==> src/rtl/ext_irq_pkg.sv <==
package ext_irq_pkg;

    localparam int CTRL_W       = 32;
    localparam int MASTER_BIT   = 12;
    localparam int ROUTE_BIT    = 0;

    typedef enum logic [1:0] {
        SENSE_LVL_HIGH = 2'd0,
        SENSE_RISE     = 2'd1,
        SENSE_FALL     = 2'd2,
        SENSE_LVL_LOW  = 2'd3
    } sense_e;

    // bit positions depend on the pin index: mirrored layout
    function automatic int sense_lo_bit(input int n);
        return 22 - 2 * n;
    endfunction

    function automatic int enable_bit(input int n);
        return 11 - n;
    endfunction

    function automatic int ack_bit(input int n);
        return 27 - n;
    endfunction

    function automatic logic [CTRL_W-1:0] keep_mask(input int pins);
        logic [CTRL_W-1:0] m;
        m = '0;
        for (int n = 0; n < pins; n++) begin
            m[sense_lo_bit(n)]     = 1'b1;
            m[sense_lo_bit(n) + 1] = 1'b1;
            m[enable_bit(n)]       = 1'b1;
        end
        m[MASTER_BIT] = 1'b1;
        m[ROUTE_BIT]  = 1'b1;
        return m;
    endfunction

endpackage

==> src/rtl/ext_irq_sync.sv <==
module ext_irq_sync #(
    parameter int WIDTH  = 4,
    parameter int STAGES = 2
) (
    input  logic             clk,
    input  logic             rst_n,
    input  logic [WIDTH-1:0] async_in,
    output logic [WIDTH-1:0] sync_out
);
    logic [STAGES-1:0][WIDTH-1:0] stage_d, stage_q;

    always_comb begin
        stage_d[0] = async_in;
        for (int s = 1; s < STAGES; s++) begin
            stage_d[s] = stage_q[s-1];
        end
    end

    always_ff @(posedge clk) begin
        if (!rst_n) stage_q <= '0;
        else        stage_q <= stage_d;
    end

    assign sync_out = stage_q[STAGES-1];

endmodule

==> src/rtl/ext_irq_ctrl_reg.sv <==
module ext_irq_ctrl_reg
    import ext_irq_pkg::*;
#(
    parameter int NUM_PINS = 4
) (
    input  logic                     clk,
    input  logic                     rst_n,
    input  logic                     we,
    input  logic [CTRL_W-1:0]        wdata,
    output logic [CTRL_W-1:0]        rdata,
    output logic [NUM_PINS-1:0][1:0] pin_mode,
    output logic [NUM_PINS-1:0]      pin_en,
    output logic [NUM_PINS-1:0]      pin_ack,
    output logic                     master_en,
    output logic                     crit_route
);
    localparam logic [CTRL_W-1:0] KEEP = keep_mask(NUM_PINS);

    logic [CTRL_W-1:0] ctrl_d, ctrl_q;

    always_comb begin
        ctrl_d = ctrl_q;
        if (we) ctrl_d = wdata & KEEP;
    end

    always_ff @(posedge clk) begin
        if (!rst_n) ctrl_q <= '0;
        else        ctrl_q <= ctrl_d;
    end

    genvar g;
    generate
        for (g = 0; g < NUM_PINS; g++) begin : g_fields
            assign pin_mode[g] = ctrl_q[sense_lo_bit(g) +: 2];
            assign pin_en[g]   = ctrl_q[enable_bit(g)];
            assign pin_ack[g]  = we & wdata[ack_bit(g)];
        end
    endgenerate

    assign master_en  = ctrl_q[MASTER_BIT];
    assign crit_route = ctrl_q[ROUTE_BIT];
    assign rdata      = ctrl_q;

    // bits outside the kept fields never become visible
    p_unused_read_zero_r2: assert property (@(posedge clk) disable iff (!rst_n)
        (rdata & ~KEEP) == '0);

    // a written value shows up masked on the next cycle
    p_write_lands_r2: assert property (@(posedge clk) disable iff (!rst_n)
        we |=> rdata == ($past(wdata) & KEEP));

endmodule

==> src/rtl/ext_irq_sense_cell.sv <==
module ext_irq_sense_cell
    import ext_irq_pkg::*;
(
    input  logic       clk,
    input  logic       rst_n,
    input  logic       pin_s,
    input  logic [1:0] mode,
    input  logic       gate,
    input  logic       ack,
    output logic       req
);
    typedef struct packed {
        logic prev;
        logic held;
    } cell_t;

    cell_t  st_d, st_q;
    sense_e mode_e;
    logic   edge_mode;
    logic   hit;
    logic   level_val;

    always_comb begin
        mode_e    = sense_e'(mode);
        edge_mode = (mode_e == SENSE_RISE) || (mode_e == SENSE_FALL);
        hit       = ((mode_e == SENSE_RISE) &&  pin_s && !st_q.prev) ||
                    ((mode_e == SENSE_FALL) && !pin_s &&  st_q.prev);
        level_val = (mode_e == SENSE_LVL_LOW) ? !pin_s : pin_s;

        st_d.prev = pin_s;
        if (!gate || !edge_mode) st_d.held = 1'b0;
        else if (hit)            st_d.held = 1'b1;
        else if (ack)            st_d.held = 1'b0;
        else                     st_d.held = st_q.held;

        req = gate && (edge_mode ? st_q.held : level_val);
    end

    always_ff @(posedge clk) begin
        if (!rst_n) st_q <= '0;
        else        st_q <= st_d;
    end

    p_level_no_hold_r8: assert property (@(posedge clk) disable iff (!rst_n)
        !edge_mode |=> !st_q.held);

    p_disabled_no_hold_r9: assert property (@(posedge clk) disable iff (!rst_n)
        !gate |=> !st_q.held);

    p_ack_drops_r7: assert property (@(posedge clk) disable iff (!rst_n)
        (ack && !hit) |=> !st_q.held);

    p_hold_keeps_r5: assert property (@(posedge clk) disable iff (!rst_n)
        (gate && edge_mode && st_q.held && !ack && $stable(mode)) |=> st_q.held);

    p_prev_tracks_r12: assert property (@(posedge clk) disable iff (!rst_n)
        1'b1 |=> st_q.prev == $past(pin_s));

endmodule

==> src/rtl/ext_irq_sense.sv <==
module ext_irq_sense
    import ext_irq_pkg::*;
#(
    parameter int NUM_PINS    = 4,
    parameter int SYNC_STAGES = 2
) (
    input  logic                  clk,
    input  logic                  rst_n,
    input  logic                  ctrl_we,
    input  logic [31:0]           ctrl_wdata,
    output logic [31:0]           ctrl_rdata,
    input  logic [NUM_PINS-1:0]   irq_pin,
    output logic                  crit_req,
    output logic                  crit_alt_req,
    output logic [NUM_PINS-1:1]   main_req
);
    logic [NUM_PINS-1:0][1:0] pin_mode;
    logic [NUM_PINS-1:0]      pin_en, pin_ack, pin_s, pin_req;
    logic                     master_en, crit_route;

    ext_irq_ctrl_reg #(.NUM_PINS(NUM_PINS)) u_ctrl (
        .clk        (clk),
        .rst_n      (rst_n),
        .we         (ctrl_we),
        .wdata      (ctrl_wdata),
        .rdata      (ctrl_rdata),
        .pin_mode   (pin_mode),
        .pin_en     (pin_en),
        .pin_ack    (pin_ack),
        .master_en  (master_en),
        .crit_route (crit_route)
    );

    ext_irq_sync #(.WIDTH(NUM_PINS), .STAGES(SYNC_STAGES)) u_sync (
        .clk      (clk),
        .rst_n    (rst_n),
        .async_in (irq_pin),
        .sync_out (pin_s)
    );

    genvar g;
    generate
        for (g = 0; g < NUM_PINS; g++) begin : g_cell
            ext_irq_sense_cell u_cell (
                .clk   (clk),
                .rst_n (rst_n),
                .pin_s (pin_s[g]),
                .mode  (pin_mode[g]),
                .gate  (pin_en[g] & master_en),
                .ack   (pin_ack[g]),
                .req   (pin_req[g])
            );
        end
    endgenerate

    always_comb begin
        crit_req     = pin_req[0] &  crit_route;
        crit_alt_req = pin_req[0] & ~crit_route;
        main_req     = pin_req[NUM_PINS-1:1];
    end

    p_route_excl_r11: assert property (@(posedge clk) disable iff (!rst_n)
        !(crit_req && crit_alt_req));

    p_master_off_r10: assert property (@(posedge clk) disable iff (!rst_n)
        !ctrl_rdata[MASTER_BIT] |-> (!crit_req && !crit_alt_req && main_req == '0));

    p_disabled_quiet_r9: assert property (@(posedge clk) disable iff (!rst_n)
        !ctrl_rdata[enable_bit(1)] |-> !main_req[1]);

endmodule

==> config.mk <==
export PLATFORM = sky130hd
export DESIGN_NAME = ext_irq_sense
export DESIGN_NICKNAME = d
export VERILOG_FILES = /design/src/rtl/ext_irq_pkg.sv /design/src/rtl/ext_irq_sync.sv /design/src/rtl/ext_irq_ctrl_reg.sv /design/src/rtl/ext_irq_sense_cell.sv /design/src/rtl/ext_irq_sense.sv
export SDC_FILE = /design/constraint.sdc
export NUM_CORES = 1
export LEC_CHECK = 0
export ABC_AREA = 1
export BUFFER_PORTS_ARGS = -buffer_cell sky130_fd_sc_hd__buf_2
export CORE_ASPECT_RATIO = 0.5
export CORE_MARGIN = 1
export CORE_UTILIZATION = 48
export CTS_BUF_LIST = sky130_fd_sc_hd__clkbuf_4
export DETAILED_ROUTE_END_ITERATION = 8
export GPL_TIMING_DRIVEN = 0
export MAX_ROUTING_LAYER = met4
export PLACE_DENSITY = 0.82
export SKIP_CTS_REPAIR_TIMING = 1
export SLEW_MARGIN = 20
export SYNTH_ARGS = -nofsm -noshare
export SYNTH_HDL_FRONTEND = slang
export SYNTH_SLANG_ARGS = --single-unit
export TNS_END_PERCENT = 30
==> constraint.sdc <==
create_clock -name clk -period 1.6 [get_ports clk]
set_input_delay 0.16 -clock clk [delete_from_list [all_inputs] [get_ports clk]]
set_output_delay 0.16 -clock clk [all_outputs]
set_load 0.005 [all_outputs]
; ---- Word level (Yosys, flattened, before mapping)
; Index checks and enable logic that the tools add are counted.
[word_totals]
in_bits = 39
out_inout_bits = 37
register_bits = 30
[op_classes]
bitwise = 12
n_mux = 16
reduce_logical = 56
n_eq_ne = 12
[ops]
columns = op, n
row1 = logical AND 1 bit, 20
row2 = == test 2 bit (second input constant), 8
row3 = zero test 1 bit, 16
row4 = two-way mux 1 bit, 16
row5 = logical OR 1 bit, 12
row6 = bitwise AND 1 bit, 10
row7 = == test 2 x 1 -> 1 bit (second input constant), 4
row8 = nonzero test 2 bit, 4
row9 = OR reduction 2 bit, 4
row10 = NOT 1 bit, 2

; ---- Logic depth before layout (Yosys ltp)
; Gate-level depths: netlist (run 1).
[depth]
ltp_word = 5
ltp_mapped = 7

; ---- Hierarchy
; A second synthesis (run 1) with hierarchy kept.
[hier_totals]
hier_cells = 281
area_unflattened_um2 = 1839.3
[by_module_without_submodules]
columns = module, n_inst, cells_per_inst, area_each_um2
row1 = ext_irq_ctrl_reg, 1, 129, 855.8
row2 = ext_irq_sense_cell, 4, 28, 172.7
row3 = ext_irq_sync, 1, 25, 225.2
row4 = ext_irq_sense, 1, 15, 67.6

; ---- Worst setup path after synthesis (run 1)
; Ideal clock, no wire load.
[synth_timing]
kind = register to output
start = register u_ctrl.ctrl_q[20] (netlist: u_ctrl.rdata[20])
end = output port main_req[1] (netlist bit)
path_slack_ns = 0.363
n_path_buf = 1
stages_incl_launch_ff = 8
arrival_ns = 1.077
cell_sequence = dfxtp_1 inv_1 ha_1 nor2_1 nor2_1 nand2_1 inv_1 buf_4
[synth_via]
elab_chain_cells = 4
[synth_lines]
columns = element, line
row1 = from (decl), ext_irq_ctrl_reg.sv:19  ; logic [CTRL_W-1:0] ctrl_d, ctrl_q;
row2 = from (signal assigned), ext_irq_ctrl_reg.sv:28  ; else ctrl_q <= ctrl_d;
row3 = == test 2 bit (tied with other cells), ext_irq_sense_cell.sv:28  ; level_val = (mode_e == SENSE_LVL_LOW) ? !pin_s : pin_s;
row4 = two-way mux 1 bit / logical OR 1 bit (equally long branches), "ext_irq_sense_cell.sv:28, ext_irq_sense_cell.sv:25"
row5 = two-way mux 1 bit (*), ext_irq_sense_cell.sv:36  ; req = gate && (edge_mode ? st_q.held : level_val);
row6 = logical AND 1 bit (*), ext_irq_sense_cell.sv:36
row7 = to (decl), ext_irq_sense.sv:15  ; output logic [NUM_PINS-1:1] main_req
; Every way passes the cells marked *; elsewhere a longest branch is shown, timed or not.

; ---- Worst setup path after layout (run 1)
[layout_timing]
start = register u_ctrl.ctrl_q[16] (netlist: u_ctrl.rdata[16])
end = output port main_req[3] (netlist bit)
; Same word-level chain as after synthesis.

==> impl_metrics.json, run 1 <==
{
  "cts-root-buf": "clkbuf_4",
  "fp.dieArea_um2": 3700,
  "crit_arrival_ps": 1440,
  "die_h_um": 43.5,
  "synth_area_leaders": "dfxtp_1 (36%), buf_4 (11%), ha_1 (9.1%), inv_1 (9.1%), nand2_1 (9.1%)",
  "finish.net_count": 340,
  "htree_num_levels": 2,
  "hold_path.class": "in2reg",
  "worst_r2r_path_depth": 5,
  "mean_area_per_synthesized_cell_um2": 7.63,
  "synth_edf_count": 0,
  "tritoncts_clock_tree": "yes",
  "syn-cell-area_um2": 1660,
  "hpwl_um": 2540,
  "portBuffers": 41,
  "end_kind": "primary output",
  "critical_path.max_fanout": 3,
  "floorplan.io_pins": 76,
  "power.density_nw_per_um2": 720,
  "multiInputGateArea_um2": 816,
  "finalHoldViolCount": 0,
  "worstSkewPairLatency_ps": 330,
  "dr.pass1.iters": 4,
  "post-synth-top-area-fraction_pct": 36.3,
  "drv.max_cap_violation_count": 0,
  "peakVddDrop_v": 0.000424,
  "failed_checks": "setup timing",
  "cts_max_path_buffers": 2,
  "netlist_instances": 217,
  "sequential_cell_area_um2": 611,
  "rows": 14,
  "yosys.area.top_type": "dfxtp_1",
  "fillers": 255,
  "area_growth_pct": 33.6,
  "timing.final.crit_period_ps": 1600,
  "via_count": 1460,
  "max_clock_freq_ghz": 0.625,
  "number_of_global_route_vias_before_repair": 1228,
  "drive_above_1_share_pct": 42.8,
  "fin_util_pct": 70.6,
  "grt_overflow": 0,
  "async_reset_ff_share_pct": 0,
  "startpoint_type": "register",
  "cts_made_buffers": 5,
  "postRouteWirelength_um": 3390,
  "path_class": "reg2out",
  "detail_route.iter0.violations": 72,
  "drc_markers": 0,
  "run_status": "finished with violations",
  "post-route-period-util_pct": 100,
  "static-leakage-power_nw": 1.21,
  "final_antenna_net_count": 0,
  "routedWlPerCell_um": 10.3,
  "finalSetupTns_ps": -0.318,
  "grt_start_max_net_pins": 11,
  "timing.critical_path.required_ps": 1440,
  "vias_per_cell": 4.42,
  "yosysWarningCount": 0,
  "chipWidth_um": 85.1,
  "routability_driven_placement_congestion_ratio": 0.826,
  "hold_slack_ps": 7.96,
  "grt_antenna_before_repair": 0,
  "setup_viol": 1,
  "synth_top_cells_by_count": "inv_1 (40), nand2_1 (40), dfxtp_1 (30), buf_4 (24), nor2_1 (20)",
  "grt_use_total_pct": 19.2,
  "rsz_0062_raised_after_global_routing": "yes",
  "seq_area_frac_synth_pct": 36.3,
  "worst_slack_ps": -0.318,
  "place_inst": 315,
  "finalNonFillerCells": 330,
  "clkTransAtPathRegs_ps": 90,
  "dp_worst_setup_slack_ps": 169,
  "flip_flop_and_latch_count_after_synthesis": 30,
  "clock_sink_count": 30,
  "placeableCoreArea_um2": 3140,
  "holdPathStages": 3,
  "diode_count": 0,
  "floorplan.initialDensity_pct": 52.8,
  "post_synth_cell_types": 17,
  "fin_worst_skew_ps": 7.60,
  "report.final.slew_viol_count": 0,
  "wire_length_of_the_first_global_routing_pass_um": 5100,
  "ys.flop_type": "dfxtp_1"
}
## state kept, by name (all words and copies together), names as in the netlist
| signal | flops |
|---|---|
| g_cell.u_cell.st_q | 8 |
| u_ctrl.rdata | 14 |
| u_sync.stage_d | 4 |
| u_sync.sync_out | 4 |
## worst paths after layout
check | slack, ps | endpoint | startpoint
setup / recovery | -0.3 | main_req[3] | u_ctrl.rdata[16]
setup reg to reg | 540 | g_cell[3].u_cell.st_q[0] | u_ctrl.rdata[16]
hold / removal | 8 | u_sync.stage_d[7] | irq_pin[3]
hold reg to reg | 420 | u_sync.sync_out[0] | u_sync.stage_d[4]
## metal layers
layer  track usage [%]  wire length [um]  vias up
met2              32.6              1590       48
met1              20.1              1510      645
met5                 -                 0        -
li1                  -                 -      758
met4              11.5                77        0
met3              6.29               219        9
## power breakdown
part / total (mW) / internal [mW] / leakage, nW / switching [mW]
clock network: 0.438 / 0.182 / 0.0331 / 0.257
registers: 0.823 / 0.786 / 0.250 / 0.0362
logic: 0.333 / 0.177 / 0.926 / 0.156
total: 1.59 / 1.15 / 1.21 / 0.449
## layout make-up
class                   instances  share of cell area [%]
plain buffers                  28                    11.1
clock buffers                   6                    2.04
clock inverters                 2                   0.396
inverters                      42                    7.35
multi-input cells             133                    36.9
flip-flops and latches         30                    27.6
well taps                      40                    2.26
repair buffers                 49                    12.4
## logic make-up after synthesis
| logic type | after synthesis | share of synthesized area (%) |
|---|---|---|
| other | 1 | 0.226 |
| adders and majority gates | 12 | 9.06 |
| DFF | 30 | 36.3 |
| buffers and inverters | 71 | 25.2 |
| AOI/OAI and AO/OA | 23 | 9.67 |
| and+or+nand+nor | 80 | 19.6 |
## stage by stage
| stage | cell area, um2 | power (mW) |
|---|---|---|
| 3_5_place_dp | 1980 | 1.11 |
| 4_1_cts | 2030 | 1.53 |
| 2_1_floorplan | 1720 | 1.02 |
| 5_1_grt | 2210 | 1.68 |
| 3_3_place_gp | 1980 | 1.09 |
| 6_report | 2210 | 1.59 |
## worst max-delay path, stage by stage, from the launching register on
cell     delay (ps)
dfxtp_2         360
inv_2            60
ha_4            240
nor2_1           90
nor2_1           50
nand2_1          50
inv_1            30
buf_4           110
buf_2           110
## placed cells by master, fill, tap and decap left out, types with 2 or more instances in the layout
master,count
nor2_2,3
buf_12,2
dfxtp_2,8
conb_1,18
clkbuf_4,6
buf_6,4
inv_2,6
nand2_1,39
inv_1,35
buf_2,40
nor2_1,16
nand3_1,15
dfxtp_1,22
a21oi_1,3
ha_1,4
o21ai_2,6
a21oi_2,6
o21ai_0,8
buf_4,30
ha_4,7
nor3_1,4
(Power assumes the default switching activity.)
==> run 2: changes to the inputs <==
--- a/config.mk
+++ b/config.mk
@@ -5,16 +5,15 @@
 export SDC_FILE = /design/constraint.sdc
 export NUM_CORES = 1
 export LEC_CHECK = 0
-export ABC_AREA = 1
-export BUFFER_PORTS_ARGS = -buffer_cell sky130_fd_sc_hd__buf_2
-export CORE_ASPECT_RATIO = 0.5
+export ABC_AREA = 0
 export CORE_MARGIN = 1
-export CORE_UTILIZATION = 48
+export CORE_UTILIZATION = 65
 export CTS_BUF_LIST = sky130_fd_sc_hd__clkbuf_4
 export DETAILED_ROUTE_END_ITERATION = 8
+export DONT_BUFFER_PORTS = 1
 export GPL_TIMING_DRIVEN = 0
 export MAX_ROUTING_LAYER = met4
-export PLACE_DENSITY = 0.82
+export PLACE_DENSITY = 0.81
 export SKIP_CTS_REPAIR_TIMING = 1
 export SLEW_MARGIN = 20
 export SYNTH_ARGS = -nofsm -noshare
==> run 2 against run 1 <==
The flow finishes with violations (hold timing, setup timing). Sequential power about the same. Critical endpoint is now main_req[1]. Wire length shrank 2.2%. Design area is 13% lower. Clock-buffer cell count did not move. Die area is 30% lower. Core utilization is 16 points higher. Sequential cell count stayed put. Clock skew rose by 2.3 ps. Highest routed layer unchanged. Hold slack got worse by 9.2 ps. Largest cell class unchanged. Critical path type unchanged. Synthesized area shrank 5.7%.
==> impl_metrics.json, run 2 <==
{
  "combPwrFrac_pct": 15.1,
  "int_power_mw": 1.08,
  "synth_area_leaders": "dfxtp_1 (38%), buf_4 (12%), ha_1 (9.6%), mux2i_1 (9.0%), nor2b_1 (5.6%)",
  "most-common-layout-cells": "buf_4 (25), dfxtp_1 (22), conb_1 (18), mux2i_1 (14), nor2b_1 (14)",
  "synth_top_cells_by_count": "dfxtp_1 (30), buf_4 (25), mux2i_1 (14), nor2b_1 (14), ha_1 (12)",
  "diode_count": 0,
  "multiInputGateArea_um2": 921,
  "portBuffers": 0,
  "worst_slack_ps": -101,
  "end_kind": "primary output",
  "grt_overflow": 0,
  "placeableCoreArea_um2": 2230,
  "clock_sink_count": 30,
  "hpwl_um": 2020,
  "rows": 17,
  "syn-cell-area_um2": 1560,
  "cts_max_path_buffers": 2,
  "postRouteWirelength_um": 3320,
  "failed_checks": "hold timing, setup timing",
  "dr.pass1.iters": 4,
  "synth_edf_count": 0,
  "number_of_global_route_vias_before_repair": 985,
  "wire_length_of_the_first_global_routing_pass_um": 4230,
  "drive_above_1_share_pct": 32.3,
  "library_cell_with_the_highest_instance_count_after_synthesis": "dfxtp_1",
  "timing.final.crit_period_ps": 1700,
  "max_clock_freq_ghz": 0.588,
  "worstSkewPairLatency_ps": 340,
  "power.density_nw_per_um2": 773,
  "grt_start_max_net_pins": 11,
  "floorplan.io_pins": 76,
  "power.share.sequential_pct": 55.0,
  "hold_slack_ps": -1.25,
  "clkTransAtPathRegs_ps": 90,
  "timing.critical_path.required_ps": 1440,
  "startpoint_type": "register",
  "routedWlPerCell_um": 15.3,
  "drv.max_cap_violation_count": 0,
  "timing.critical_path.slowest_cell_delay_ps": 370,
  "vias_per_cell": 5.13,
  "dpl-instance-area_um2": 1660,
  "routability_driven_placement_congestion_ratio": 0.778,
  "peakVddDrop_v": 0.000776,
  "sequential_cell_area_um2": 623,
  "cts_made_buffers": 5,
  "worst_path_cell_with_the_longest_stage_delay": "dfxtp_4",
  "largest_register_ff_count": 14,
  "flip_flop_and_latch_count_after_synthesis": 30,
  "critical-path-top-delay-family": "flip-flops",
  "ys.flop_type": "dfxtp_1",
  "net-switching-power_uw": 410,
  "fin_worst_skew_ps": 9.94,
  "cts-root-buf": "clkbuf_4",
  "fp.dieArea_um2": 2600,
  "setup_viol": 1,
  "via_count": 1113,
  "netlist_instances": 158,
  "global_route_layer_with_the_greatest_usage": "met2",
  "floorplan.initialDensity_pct": 69.9,
  "rsz_0062_raised_after_global_routing": "yes",
  "async_reset_ff_share_pct": 0,
  "yosysWarningCount": 0,
  "critPathBufInv": 1,
  "drc_markers": 0,
  "final_antenna_net_count": 0,
  "grt_use_total_pct": 23.9,
  "post-synth-top-area-fraction_pct": 38.5,
  "hold_path.class": "in2reg",
  "dp_worst_setup_slack_ps": 46.3,
  "place_inst": 203,
  "critical_path.max_fanout": 5,
  "detail_route.iter0.violations": 12,
  "layout.cells.most_common": "buf_4",
  "tritoncts_clock_tree": "yes",
  "finalNonFillerCells": 217,
  "cp_cell_sequence": "ha_1, xnor2_1, a211oi_1, buf_4",
  "post_synth_cell_types": 20,
  "report.final.slew_viol_count": 0,
  "mean_area_per_synthesized_cell_um2": 9.88,
  "grtUsageMet2_pct": 40.4,
  "finalHoldViolCount": 1,
  "run_status": "finished with violations",
  "area_growth_pct": 23.6,
  "path_class": "reg2out",
  "global_route_track_usage_on_met1_pct": 22.8,
  "static-leakage-power_nw": 0.811,
  "chipWidth_um": 51.0,
  "htree_num_levels": 2,
  "grt_antenna_before_repair": 0,
  "fillers": 113,
  "power.clock.fraction_pct": 29.9,
  "post-route-period-util_pct": 106,
  "seq_area_frac_synth_pct": 38.5,
  "finish.net_count": 239,
  "yosys.area.top_type": "dfxtp_1",
  "groute.layer.met3.usage_pct": 12.5,
  "finish.instance_area_um2": 1930,
  "fraction_of_power_spent_switching_nets_pct": 27.5,
  "crit_arrival_ps": 1540,
  "die_h_um": 51.0
}
run 2: per-stage QoR:
step                power (mW)  setup TNS [ps]  util, %  hold WS [ps]
CTS                       1.43           -1050     76.8         -63.2
finish                    1.49            -101     86.4         -1.25
detailed placement        1.00               0     74.3           291
global route              1.56            -311     86.4          3.38
floorplan                0.970               0        -           287
global placement         0.992               0     74.3           289
run 2: kinds of logic after synthesis:
kind of cell | synth area share [%]
other cells | 0.240
flops | 38.5
mux | 8.97
compound gates | 6.73
xor+xnor | 2.24
fa+ha+maj | 9.62
simple gates | 18.5
buf+inv | 15.2
run 2: power groups by stage:
| stage | Sequential (mW) | Combinational, mW | Clock (mW) |
|---|---|---|---|
| after floorplan | 0.822 | 0.147 | 0 |
| after global placement | 0.829 | 0.163 | 0 |
| after detailed placement | 0.831 | 0.170 | 0 |
| after CTS | 0.814 | 0.171 | 0.448 |
| after global routing | 0.825 | 0.248 | 0.486 |
| final | 0.820 | 0.225 | 0.446 |
run 2: worst paths after layout:
check / startpoint / endpoint / slack, ps / depth (start not counted)
setup reg to reg: u_ctrl.rdata[22] / g_cell[0].u_cell.st_q[0] / 460 / 4
hold reg to reg: u_sync.stage_d[4] / u_sync.sync_out[0] / 450 / 1
hold / removal: ctrl_wdata[21] / u_ctrl.rdata[21] / -1 / 2
setup / recovery: u_ctrl.rdata[20] / main_req[1] / -100 / 4
run 2: final cells by class:
class,count,area share (%)
plain buffers,29,10.6
clock buffers,6,2.33
clock inverters,2,0.454
inverters,9,1.75
multi-input cells,107,47.7
flip-flops and latches,30,32.3
well taps,28,1.81
repair buffers,6,3.11
run 2: worst reg2reg max path, cell delays in order, from the launching register on:
cell and delay [ps]:
dfxtp_4 400, inv_2 50, ha_4 240, nand4b_1 180, a31oi_1 190
run 2: metal layers:
metal / wire length, um / up-vias
met5: 0 / -
met4: 70 / 0
met3: 308 / 10
met2: 1720 / 61
met1: 1220 / 505
li1: - / 537
